==> config.mk <==
export PLATFORM = sky130hd
export DESIGN_NAME = oc_timer_unit
export DESIGN_NICKNAME = d
export VERILOG_FILES = /design/src/rtl/oc_pkg.sv /design/src/rtl/oc_free_counter.sv /design/src/rtl/oc_cmp_channel.sv /design/src/rtl/oc_pin_ctrl.sv /design/src/rtl/oc_timer_unit.sv
export SDC_FILE = /design/constraint.sdc
export NUM_CORES = 1
export LEC_CHECK = 0
export ABC_CLOCK_PERIOD_IN_PS = 1700
export BUFFER_PORTS_ARGS = -buffer_cell sky130_fd_sc_hd__clkbuf_2
export CAP_MARGIN = 30
export CELL_PAD_IN_SITES_DETAIL_PLACEMENT = 0
export CELL_PAD_IN_SITES_GLOBAL_PLACEMENT = 1
export CORE_MARGIN = 2
export CORE_UTILIZATION = 27
export CTS_BUF_LIST = sky130_fd_sc_hd__clkbuf_8
export DETAILED_ROUTE_END_ITERATION = 8
export PLACE_DENSITY = 0.64
export SKIP_CTS_REPAIR_TIMING = 1
export SLEW_MARGIN = 20
export SYNTH_ARGS = -nofsm -noshare
export SYNTH_HDL_FRONTEND = slang
export SYNTH_SLANG_ARGS = --single-unit
==> constraint.sdc <==
create_clock -name clk -period 1.7 [get_ports clk]
set_clock_uncertainty 0.1 [all_clocks]
set_input_delay 0.085 -clock clk [delete_from_list [all_inputs] [get_ports clk]]
set_output_delay 0.085 -clock clk [all_outputs]
set_load 0.01 [all_outputs]
==> src/rtl/oc_pkg.sv <==
// Package oc_pkg
// Shared constants and types for the output compare unit.
// Assumes a fixed five-channel arrangement: channel 1 is the master,
// channels 2..5 each own one pin.
package oc_pkg;

    localparam int NCH        = 5;
    localparam int ACT_W      = 2 * (NCH - 1);

    // Register addresses (byte offsets on the register bus)
    localparam int A_CNT_HI   = 0;
    localparam int A_CNT_LO   = 1;
    localparam int A_CMP_BASE = 2;   // channel i high byte at 2i, low at 2i+1
    localparam int A_MMASK    = 12;
    localparam int A_MDATA    = 13;
    localparam int A_ACT      = 14;
    localparam int A_FLAG     = 15;
    localparam int A_IEN      = 16;

    // Action taken on a pin by channels 2..5
    typedef enum logic [1:0] {
        ACT_NONE   = 2'b00,
        ACT_TOGGLE = 2'b01,
        ACT_LOW    = 2'b10,
        ACT_HIGH   = 2'b11
    } act_e;

endpackage

==> src/rtl/oc_free_counter.sv <==
// Module oc_free_counter
// Free-running counter of two bus bytes, plus a capture register for the
// low byte. The capture is loaded when software reads the high byte, so a
// following low-byte read gives a value coherent with that high byte.
// Assumes the counter advances on every clock (no prescaler).
module oc_free_counter #(
    parameter int DATA_W = 8
) (
    input  logic                  clk,
    input  logic                  rst_n,
    input  logic                  rd_hi,
    output logic [2*DATA_W-1:0]   count,
    output logic [DATA_W-1:0]     lo_hold
);

    localparam int CNT_W = 2 * DATA_W;

    // Advance the count by one every clock
    always_ff @(posedge clk) begin
        if (!rst_n) count <= '0;
        else        count <= count + CNT_W'(1);
    end

    // Capture the low byte whenever the high byte is read
    always_ff @(posedge clk) begin
        if (!rst_n)     lo_hold <= '0;
        else if (rd_hi) lo_hold <= count[DATA_W-1:0];
    end

    assert_count_step_R1: assert property (@(posedge clk) disable iff (!rst_n)
        rst_n |=> count == $past(count) + CNT_W'(1));

    assert_lo_capture_R1: assert property (@(posedge clk) disable iff (!rst_n)
        rd_hi |=> lo_hold == $past(count[DATA_W-1:0]));

endmodule

==> src/rtl/oc_cmp_channel.sv <==
// Module oc_cmp_channel
// One compare channel: a 16-bit register written a byte at a time, and an
// equality check against the counter. A high-byte write sets a one-cycle
// hold-off so that a pair of byte writes cannot match on a half-new value.
// Assumes the bus never writes both bytes in the same cycle.
module oc_cmp_channel #(
    parameter int                  DATA_W    = 8,
    parameter logic [2*DATA_W-1:0] RESET_VAL = '1
) (
    input  logic                  clk,
    input  logic                  rst_n,
    input  logic                  we_hi,
    input  logic                  we_lo,
    input  logic [DATA_W-1:0]     wdata,
    input  logic [2*DATA_W-1:0]   count,
    output logic [2*DATA_W-1:0]   value,
    output logic                  match
);

    logic hold_off;

    // Store the compare value byte by byte
    always_ff @(posedge clk) begin
        if (!rst_n) begin
            value <= RESET_VAL;
        end else begin
            if (we_hi) value[2*DATA_W-1:DATA_W] <= wdata;
            if (we_lo) value[DATA_W-1:0]        <= wdata;
        end
    end

    // Block the compare for the cycle after a high-byte write
    always_ff @(posedge clk) begin
        if (!rst_n) hold_off <= 1'b0;
        else        hold_off <= we_hi;
    end

    // Equality against the running count, unless held off
    assign match = (count == value) && !hold_off;

    assert_hold_off_R10: assert property (@(posedge clk) disable iff (!rst_n)
        we_hi |=> !match);

    assert_hi_store_R9: assert property (@(posedge clk) disable iff (!rst_n)
        we_hi |=> value[2*DATA_W-1:DATA_W] == $past(wdata));

endmodule

==> src/rtl/oc_pin_ctrl.sv <==
// Module oc_pin_ctrl
// Holds the compare output pins. Channels 1..NPIN-1 (index k) act on pin k
// through their two-bit code. The master channel (index 0) then overrides
// every pin selected by its mask with its data bit, so it wins any conflict.
// Assumes match bits are single-cycle equality results.
module oc_pin_ctrl import oc_pkg::*; #(
    parameter int NPIN = 5
) (
    input  logic                    clk,
    input  logic                    rst_n,
    input  logic [NPIN-1:0]         match,
    input  logic [2*(NPIN-1)-1:0]   act_ctrl,
    input  logic [NPIN-1:0]         mmask,
    input  logic [NPIN-1:0]         mdata,
    output logic [NPIN-1:0]         pins
);

    logic [NPIN-1:0] pins_nxt;

    // Combine per-channel actions, then apply the master override
    always_comb begin
        pins_nxt = pins;
        for (int k = 1; k < NPIN; k++) begin
            if (match[k]) begin
                unique case (act_e'(act_ctrl[2*(k-1) +: 2]))
                    ACT_TOGGLE: pins_nxt[k] = ~pins[k];
                    ACT_LOW:    pins_nxt[k] = 1'b0;
                    ACT_HIGH:   pins_nxt[k] = 1'b1;
                    default:    pins_nxt[k] = pins[k];
                endcase
            end
        end
        if (match[0]) pins_nxt = (pins_nxt & ~mmask) | (mdata & mmask);
    end

    // Register the pins
    always_ff @(posedge clk) begin
        if (!rst_n) pins <= '0;
        else        pins <= pins_nxt;
    end

    assert_master_wins_R8: assert property (@(posedge clk) disable iff (!rst_n)
        match[0] |=> (pins & $past(mmask)) == ($past(mdata) & $past(mmask)));

    assert_quiet_pins_R5: assert property (@(posedge clk) disable iff (!rst_n)
        (match == '0) |=> $stable(pins));

endmodule

==> src/rtl/oc_timer_unit.sv <==
// Module oc_timer_unit
// Top of the output compare unit: register bus decode, flag and enable
// registers, action and master registers, the counter, five compare
// channels and the pin controller.
// Assumes single-cycle bus accesses; read data is combinational.
module oc_timer_unit import oc_pkg::*; #(
    parameter int ADDR_W = 5,
    parameter int DATA_W = 8
) (
    input  logic                clk,
    input  logic                rst_n,
    input  logic                bus_sel,
    input  logic                bus_wr,
    input  logic [ADDR_W-1:0]   bus_addr,
    input  logic [DATA_W-1:0]   bus_wdata,
    output logic [DATA_W-1:0]   bus_rdata,
    output logic [NCH-1:0]      oc_pin,
    output logic                irq
);

    localparam int CNT_W = 2 * DATA_W;

    logic                 wr_en, rd_en;
    logic [CNT_W-1:0]     count;
    logic [DATA_W-1:0]    lo_hold;
    logic [CNT_W-1:0]     cmp_val [NCH];
    logic [NCH-1:0]       match;
    logic [NCH-1:0]       we_hi, we_lo;
    logic [NCH-1:0]       flags, irq_en, mmask, mdata;
    logic [ACT_W-1:0]     act_ctrl;
    logic [NCH-1:0]       clr_mask;

    assign wr_en = bus_sel &&  bus_wr;
    assign rd_en = bus_sel && !bus_wr;

    oc_free_counter #(.DATA_W(DATA_W)) u_counter (
        .clk     (clk),
        .rst_n   (rst_n),
        .rd_hi   (rd_en && bus_addr == ADDR_W'(A_CNT_HI)),
        .count   (count),
        .lo_hold (lo_hold)
    );

    for (genvar g = 0; g < NCH; g++) begin : g_ch
        assign we_hi[g] = wr_en && bus_addr == ADDR_W'(A_CMP_BASE + 2*g);
        assign we_lo[g] = wr_en && bus_addr == ADDR_W'(A_CMP_BASE + 2*g + 1);

        oc_cmp_channel #(.DATA_W(DATA_W), .RESET_VAL('1)) u_chan (
            .clk   (clk),
            .rst_n (rst_n),
            .we_hi (we_hi[g]),
            .we_lo (we_lo[g]),
            .wdata (bus_wdata),
            .count (count),
            .value (cmp_val[g]),
            .match (match[g])
        );
    end

    // Control registers written from the bus
    always_ff @(posedge clk) begin
        if (!rst_n) begin
            irq_en   <= '0;
            mmask    <= '0;
            mdata    <= '0;
            act_ctrl <= '0;
        end else if (wr_en) begin
            if (bus_addr == ADDR_W'(A_IEN))   irq_en   <= bus_wdata[NCH-1:0];
            if (bus_addr == ADDR_W'(A_MMASK)) mmask    <= bus_wdata[NCH-1:0];
            if (bus_addr == ADDR_W'(A_MDATA)) mdata    <= bus_wdata[NCH-1:0];
            if (bus_addr == ADDR_W'(A_ACT))   act_ctrl <= bus_wdata[ACT_W-1:0];
        end
    end

    // Flag bits cleared by a written 1
    assign clr_mask = (wr_en && bus_addr == ADDR_W'(A_FLAG)) ? bus_wdata[NCH-1:0] : '0;

    // Flags: a new match wins over a clear in the same cycle
    always_ff @(posedge clk) begin
        if (!rst_n) flags <= '0;
        else        flags <= (flags & ~clr_mask) | match;
    end

    assign irq = |(flags & irq_en);

    oc_pin_ctrl #(.NPIN(NCH)) u_pins (
        .clk      (clk),
        .rst_n    (rst_n),
        .match    (match),
        .act_ctrl (act_ctrl),
        .mmask    (mmask),
        .mdata    (mdata),
        .pins     (oc_pin)
    );

    // Read data multiplexer
    always_comb begin
        bus_rdata = '0;
        if (bus_addr == ADDR_W'(A_CNT_HI)) bus_rdata = count[CNT_W-1:DATA_W];
        if (bus_addr == ADDR_W'(A_CNT_LO)) bus_rdata = lo_hold;
        for (int i = 0; i < NCH; i++) begin
            if (bus_addr == ADDR_W'(A_CMP_BASE + 2*i))     bus_rdata = cmp_val[i][CNT_W-1:DATA_W];
            if (bus_addr == ADDR_W'(A_CMP_BASE + 2*i + 1)) bus_rdata = cmp_val[i][DATA_W-1:0];
        end
        if (bus_addr == ADDR_W'(A_MMASK)) bus_rdata = DATA_W'(mmask);
        if (bus_addr == ADDR_W'(A_MDATA)) bus_rdata = DATA_W'(mdata);
        if (bus_addr == ADDR_W'(A_ACT))   bus_rdata = DATA_W'(act_ctrl);
        if (bus_addr == ADDR_W'(A_FLAG))  bus_rdata = DATA_W'(flags);
        if (bus_addr == ADDR_W'(A_IEN))   bus_rdata = DATA_W'(irq_en);
    end

    assert_flag_on_match_R2: assert property (@(posedge clk) disable iff (!rst_n)
        (|match) |=> (flags & $past(match)) == $past(match));

    assert_irq_needs_enable_R3: assert property (@(posedge clk) disable iff (!rst_n)
        (irq_en == '0) |-> !irq);

    assert_zero_clear_R4: assert property (@(posedge clk) disable iff (!rst_n)
        (wr_en && bus_addr == ADDR_W'(A_FLAG) && bus_wdata == '0) |=>
        (flags & $past(flags)) == $past(flags));

    assert_unimpl_zero_R7: assert property (@(posedge clk) disable iff (!rst_n)
        (rd_en && (bus_addr == ADDR_W'(A_MMASK) || bus_addr == ADDR_W'(A_MDATA)))
        |-> bus_rdata[DATA_W-1:NCH] == '0);

endmodule

==> impl_metrics.yaml, run 1 <==
timing:
  rsz0062_at_grt: "yes"
  setup_viol: 21
  final-hold-violation-count: 0
  max_slew.worst_pin.slew_ns: 0.6085
  fmax_ghz: 0.4167
  min_period_over_period_pct: 141.2
  timing.final.ws_setup_ns: -0.6998
  hold_ws_ns: 0.01986
  period_needed_ns: 2.400
  maxSlewHeadroom_pct: 59.43
  finalMaxSlewViolations: 0
  fin_tns_setup_ns: -6.891
route:
  viasPerCell: 5.084
  drc: 0
  drtIter0Drc: 779
  drtAntennaViolNets: 0
  routed_wl_um: 33000
  routedWlPerCell_um: 20.99
  first_pass_iters: 5
  vias: 7992
critical_path:
  required_ns: 1.51
  startpoint: "u_counter.count[10]"
  r2r-start: "u_counter.count[11]"
  start_kind: "register"
  crit_arrival_ns: 2.21
  critPathCaptureType: "output port"
  ff2ff_path_depth: 7
  critPathTopFamily: "compound AO/OA/AOI/OAI gates"
  crit_cells: 6
  cp_num_buf_inv: 1
  slowest_delay_ns: 0.51
  cp_max_fo: 3
  critPathCapture: "bus_rdata[2]"
  critPathSlowestCell: "mux4_2"
  path_cells: "mux4_2 -> o2bb2ai_2 -> a21oi_2 -> a221oi_2 -> a211o_1 -> buf_6"
  critPathKind: "register to output port"
  rrSetupSlack_ns: -0.39
  r2r_end: "u_pins.pins[4]"
placement:
  port_buffers: 30
  globalplace.congestion: 0.9654
  dp_hpwl_um: 24600
floorplan:
  dieWidth_um: 172.4
  die-height_um: 172.4
  initial_core_util_pct: 27.50
  num_io_pins: 31
  core_mm2: 0.02786
  rows: 61
  dieArea_mm2: 0.02974
worst_hold_path:
  hold_path_depth: 3
  hold_class: "input port to register"
clock_network:
  clk_path_buf_depth: 2
  clkTransAtPathRegs_ns: 0.09
  cts_made_buffers: 17
  clockRootBuffer: "clkbuf_8"
  cts.htree.levels: 4
  clkLatencyLatePin_ns: 0.48
  cts_sinks: 142
  cts_tree: "done"
global_route:
  grt_pass1_vias: 7573
  grt_max_degree: 88
  antenna_found_initial: 0
  grt_pass1_wl_um: 48330
  grt_use_total_pct: 22.34
  gr-total-overflow: 0
pwr:
  powerDensity_mw_per_mm2: 653.8
  max-vdd-ir-drop_mv: 0.4651
  power_mw: 6.988
  total_leakage_power_nw: 4.518
synthesis:
  syn_nets: 986
  synth_edf_count: 0
  synthCells: 968
  synth_top_cell_area_share_pct: 37.11
  async_reset_ff_share_pct: 0
  synth_top_area_cell: "dfxtp_1"
  yosys.cell_types.count: 66
  synth_area_per_cell_um2: 7.914
  synth_seq_cells: 142
  syn_area_mm2: 0.007661
  synthTopCellsByArea: "dfxtp_1, nand2_1, xor2_1"
  ys_seq_area_share_pct: 37.11
  ys.flop_type: "dfxtp_1"
  yosys_warnings: 0
final_layout:
  synthToLayoutAreaGrowth_pct: 39.51
  seq_area_mm2: 0.002904
  drive_above_1_share_pct: 34.25
  n_fill_cell: 2897
  final_cell_mix: "nand2_1, buf_4, dfxtp_1"
  nNetsFinal: 1200
  diodes: 0
  final_common_cell: "nand2_1"
  multi_input_area_mm2: 0.004775
run:
  maxCapViolations: 0
outcome:
  outcome: "finished with violations"
  violations: "setup timing"
[stage by stage]
step	utilization (%)	worst slack (ns)	instances	instance area (um^2)
floorplan	-	-0.1583	968	7695
global placement	34.76	-0.5206	1520	9684
detailed placement	34.76	-0.5060	1520	9684
CTS	36.12	-0.8791	1551	10060
global route	38.37	-0.7434	1572	10690
finish	38.37	-0.6998	1572	10690
[state kept, by name, indices dropped and copies added (netlist names), named ones only]
register and cells:
act_ctrl 8, flags 5, g_ch.u_chan.hold_off 5, g_ch.u_chan.value 80
irq_en 5, mdata 5, mmask 5, u_counter.count 16
u_counter.lo_hold 8, u_pins.pins 4
[how the worst min path moves through the flow]
stage	from	to
CTS	rst_n	g_ch[0].u_chan.hold_off
detailed placement	rst_n	g_ch[0].u_chan.hold_off
floorplan	bus_wdata[0]	irq_en[0]
global placement	rst_n	g_ch[0].u_chan.hold_off
finish	bus_wdata[7]	g_ch[4].u_chan.value[15]
global route	bus_wdata[7]	g_ch[2].u_chan.value[15]
[per-layer routing]
layer	part of all wire, %	global-route usage, %	routed length [um]	vias up
met5	0	0	0	-
met4	2.0	6.284	668	0
met3	6.0	3.937	1985	49
met2	46	35.62	15050	268
met1	46	30.89	15300	3898
li1	-	-	-	3777
[synth_stat cells (all sizes together) (3+ instances only)]
master	n
nand2	219
dfxtp	142
nand3	104
nor2	78
xor2	76
mux2i	43
buf	39
clkbuf	30
a21oi	27
o21ai	26
nor3	18
xnor2	17
nor4	15
a22oi	10
nand4	9
o22ai	9
inv	7
mux2	7
a221oi	6
and2	6
and3	6
a32oi	5
and4	5
a222oi	4
a22o	4
nor2b	4
or3	4
a211oi	3
a31oi	3
mux4	3
nand2b	3
nor3b	3
o211ai	3
o221ai	3
[kinds of logic (layout without fill, tap and decap cells)]
logic type	count (synthesis)	after routing	synth area share (%)
and+or+nand+nor	483	483	28.99
DFF	142	142	37.11
AOI/OAI and AO/OA	119	119	10.39
xor gates and xnor gates	93	93	10.83
buffers and inverters	77	303	4.997
muxes	53	53	7.529
adders and majority gates	1	1	0.1633
[worst min-delay path, cell delays in order]
cell and delay [ns]:
clkbuf_2 0.27, nand2_1 0.13, nand3_1 0.06
[final cells by class]
cell class              count  share of cell area [%]
clock buffers              17                   2.189
clock inverters            14                   1.346
inverters                   8                  0.2810
multi-input cells         749                   44.67
flip-flops and latches    142                   27.17
well taps                 378                   4.425
repair buffers            264                   19.91
[power by group]
part | total, mW | switching, mW | leakage (nW) | internal, mW
Combinational | 0.875 | 0.532 | 3.17 | 0.343
Clock | 2.75 | 1.46 | 0.192 | 1.29
Sequential | 3.36 | 0.0275 | 1.15 | 3.33
(Power assumes the default switching activity.)
==> inputs of run 2 (changes only) <==
ABC_AREA = 1   (was not set)
GPL_TIMING_DRIVEN = 0   (was not set)
PLACE_DENSITY = 0.65   (was 0.64)
==> impl_metrics.yaml, run 2 <==
final_layout:
  synthToLayoutAreaGrowth_pct: 26.27
  largest_reg_flops: 80
  largest_register: "g_ch.u_chan.value"
  diodes: 0
  fin_cells: 1494
  final_cell_mix: "nand2_1, dfxtp_1, inv_1"
  drive_above_1_share_pct: 22.12
  nNetsFinal: 1158
  final_area_mm2: 0.009173
  reg_top3: "g_ch.u_chan.value: 80 flops, u_counter.count: 16 flops"
  final_common_cell: "nand2_1"
route:
  routedWlPerCell_um: 19.81
  viasPerCell: 5.074
  drtAntennaViolNets: 0
  drc: 0
  vias: 7581
  drtIter0Drc: 587
  routed_wl_um: 29600
  first_pass_iters: 5
clock_network:
  clockRootBuffer: "clkbuf_8"
  cts_sinks: 142
  clkLatencyLatePin_ns: 0.47
  cts_tree: "done"
  cts.htree.levels: 4
  cts_made_buffers: 17
  clkTransAtPathRegs_ns: 0.10
  clk_path_buf_depth: 2
timing:
  min_period_over_period_pct: 136.2
  setup_viol: 23
  finalMaxSlewViolations: 0
  rsz0062_at_grt: "yes"
  maxSlewHeadroom_pct: 34.44
  timing.final.ws_setup_ns: -0.6155
  fmax_ghz: 0.4319
  final-hold-violation-count: 0
  period_needed_ns: 2.316
  max_slew.worst_pin.slew_ns: 0.9834
floorplan:
  rows: 60
  dieWidth_um: 168.0
  dieArea_mm2: 0.02823
  num_io_pins: 31
  initial_core_util_pct: 27.26
  core_mm2: 0.02665
  die-height_um: 168.0
synthesis:
  synth_compound_area_share_pct: 19.57
  synth_seq_cells: 142
  ys_seq_area_share_pct: 39.13
  synth_top_cell_area_share_pct: 39.13
  synthCells: 1042
  yosys.cell_types.count: 35
  ys.flop_type: "dfxtp_1"
  syn_area_mm2: 0.007264
  yosys_warnings: 0
  synthTopCellsByArea: "dfxtp_1, nand2_1, o211ai_1"
  synth_adder_area_share_pct: 0.1722
  synth_xor_area_share_pct: 3.858
  synth.mux.area_fraction_pct: 0
  synth_top_family_by_area: "simple AND/OR/NAND/NOR gates"
  synth.most_common_cell: "nand2_1"
  synth_top_area_cell: "dfxtp_1"
  synth_simple_gate_area_share_pct: 28.69
  synth_edf_count: 0
  synthTopCellsByCount: "nand2_1, dfxtp_1, inv_1"
  syn_nets: 1060
  async_reset_ff_share_pct: 0
  synth_area_per_cell_um2: 6.972
global_route:
  gr-total-overflow: 0
  grt_max_degree: 17
  grt_pass1_vias: 6860
  grt_use_total_pct: 20.80
  antenna_found_initial: 0
  grt_pass1_wl_um: 43440
placement:
  globalplace.congestion: 0.9171
  place_inst: 1412
  postPlaceCellArea_mm2: 0.007839
  port_buffers: 29
  dp_hpwl_um: 21300
pwr:
  switching_share_pct: 28.66
  combPwrFrac_pct: 9.7
  clock_power_share_pct: 42.6
  powerDensity_mw_per_mm2: 770.0
  intPower_mw: 5.038
  pwr-share-seq_pct: 47.7
  total_leakage_power_nw: 3.924
  p_sw_mw: 2.024
  max-vdd-ir-drop_mv: 0.4415
critical_path:
  cp_max_fo: 10
  crit_arrival_ns: 2.13
  critPathCaptureType: "output port"
  critPathKind: "register to output port"
  start_kind: "register"
  required_ns: 1.51
outcome:
  violations: "setup timing"
  outcome: "finished with violations"
worst_hold_path:
  hold_class: "input port to register"
run:
  maxCapViolations: 0
run 2: power by group through the flow:
| stage | clock network [mW] | logic (mW) | registers [mW] |
|---|---|---|---|
| after floorplan | 0 | 0.308 | 3.45 |
| after global routing | 3.16 | 0.736 | 3.37 |
| after detailed placement | 0 | 0.574 | 3.46 |
| after global placement | 0 | 0.576 | 3.46 |
| after CTS | 3.01 | 0.576 | 3.38 |
| final | 3.01 | 0.688 | 3.37 |
run 2: metrics by stage:
step                      utilization [%]  hold WS, ns  power [mW]  worst slack (ns)  setup TNS [ns]
after floorplan                         -       0.1154       3.753          -0.01281        -0.01281
after global placement              29.41       0.3080       4.035           -0.8102          -29.77
after detailed placement            29.41       0.3318       4.033           -0.8169          -29.80
after CTS                           30.97      -0.1608       6.970            -1.057          -16.18
after global routing                34.42      0.03493       7.269           -0.7298          -9.567
final                               34.42      0.02064       7.063           -0.6155          -6.851
run 2: cells by family after synthesis:
kind of cell,after synthesis
flops,142
xor+xnor,32
fa+ha+maj,1
simple gates,469
buf+inv,158
compound gates,240
run 2: path summary, 6_finish.rpt:
kind / from / slack, ns / endpoint / cells after the start
worst max register to register: u_counter.count[2] / -0.29 / u_counter.count[13] / 12
worst max-delay path: u_counter.count[15] / -0.62 / bus_rdata[7] / 12
worst min-delay path: bus_wdata[4] / 0.02 / g_ch[3].u_chan.value[12] / 3
worst min register to register: mmask[3] / 0.38 / mmask[3] / 2
run 2: layout make-up:
class	count	area [um^2]
Buffer	40	240.2
Clock buffer	18	247.7
Clock inverter	14	167.7
Fill cell	2870	17480
Inverter	116	462.9
Multi-Input combinational cell	742	4128
Sequential cell	142	2883
Tap cell	341	426.7
Timing Repair Buffer	81	616.8
run 2: worst max-delay path, stage by stage (launching register included):
cell	delay, ns
dfxtp_2	0.36
inv_2	0.08
buf_8	0.14
o21ai_1	0.07
a21oi_1	0.16
nand3_1	0.15
o22ai_2	0.19
nand3_2	0.13
nand2_1	0.07
nand2_1	0.07
nand2_1	0.07
nand2_1	0.04
clkbuf_2	0.12
run 2: routing by layer:
metal	routed length, um	track usage (%)	vias to the layer above
li1	-	-	3699
met1	14240	29.36	3607
met2	13260	32.95	237
met3	1504	3.315	38
met4	592	5.633	0
met5	0	0	-
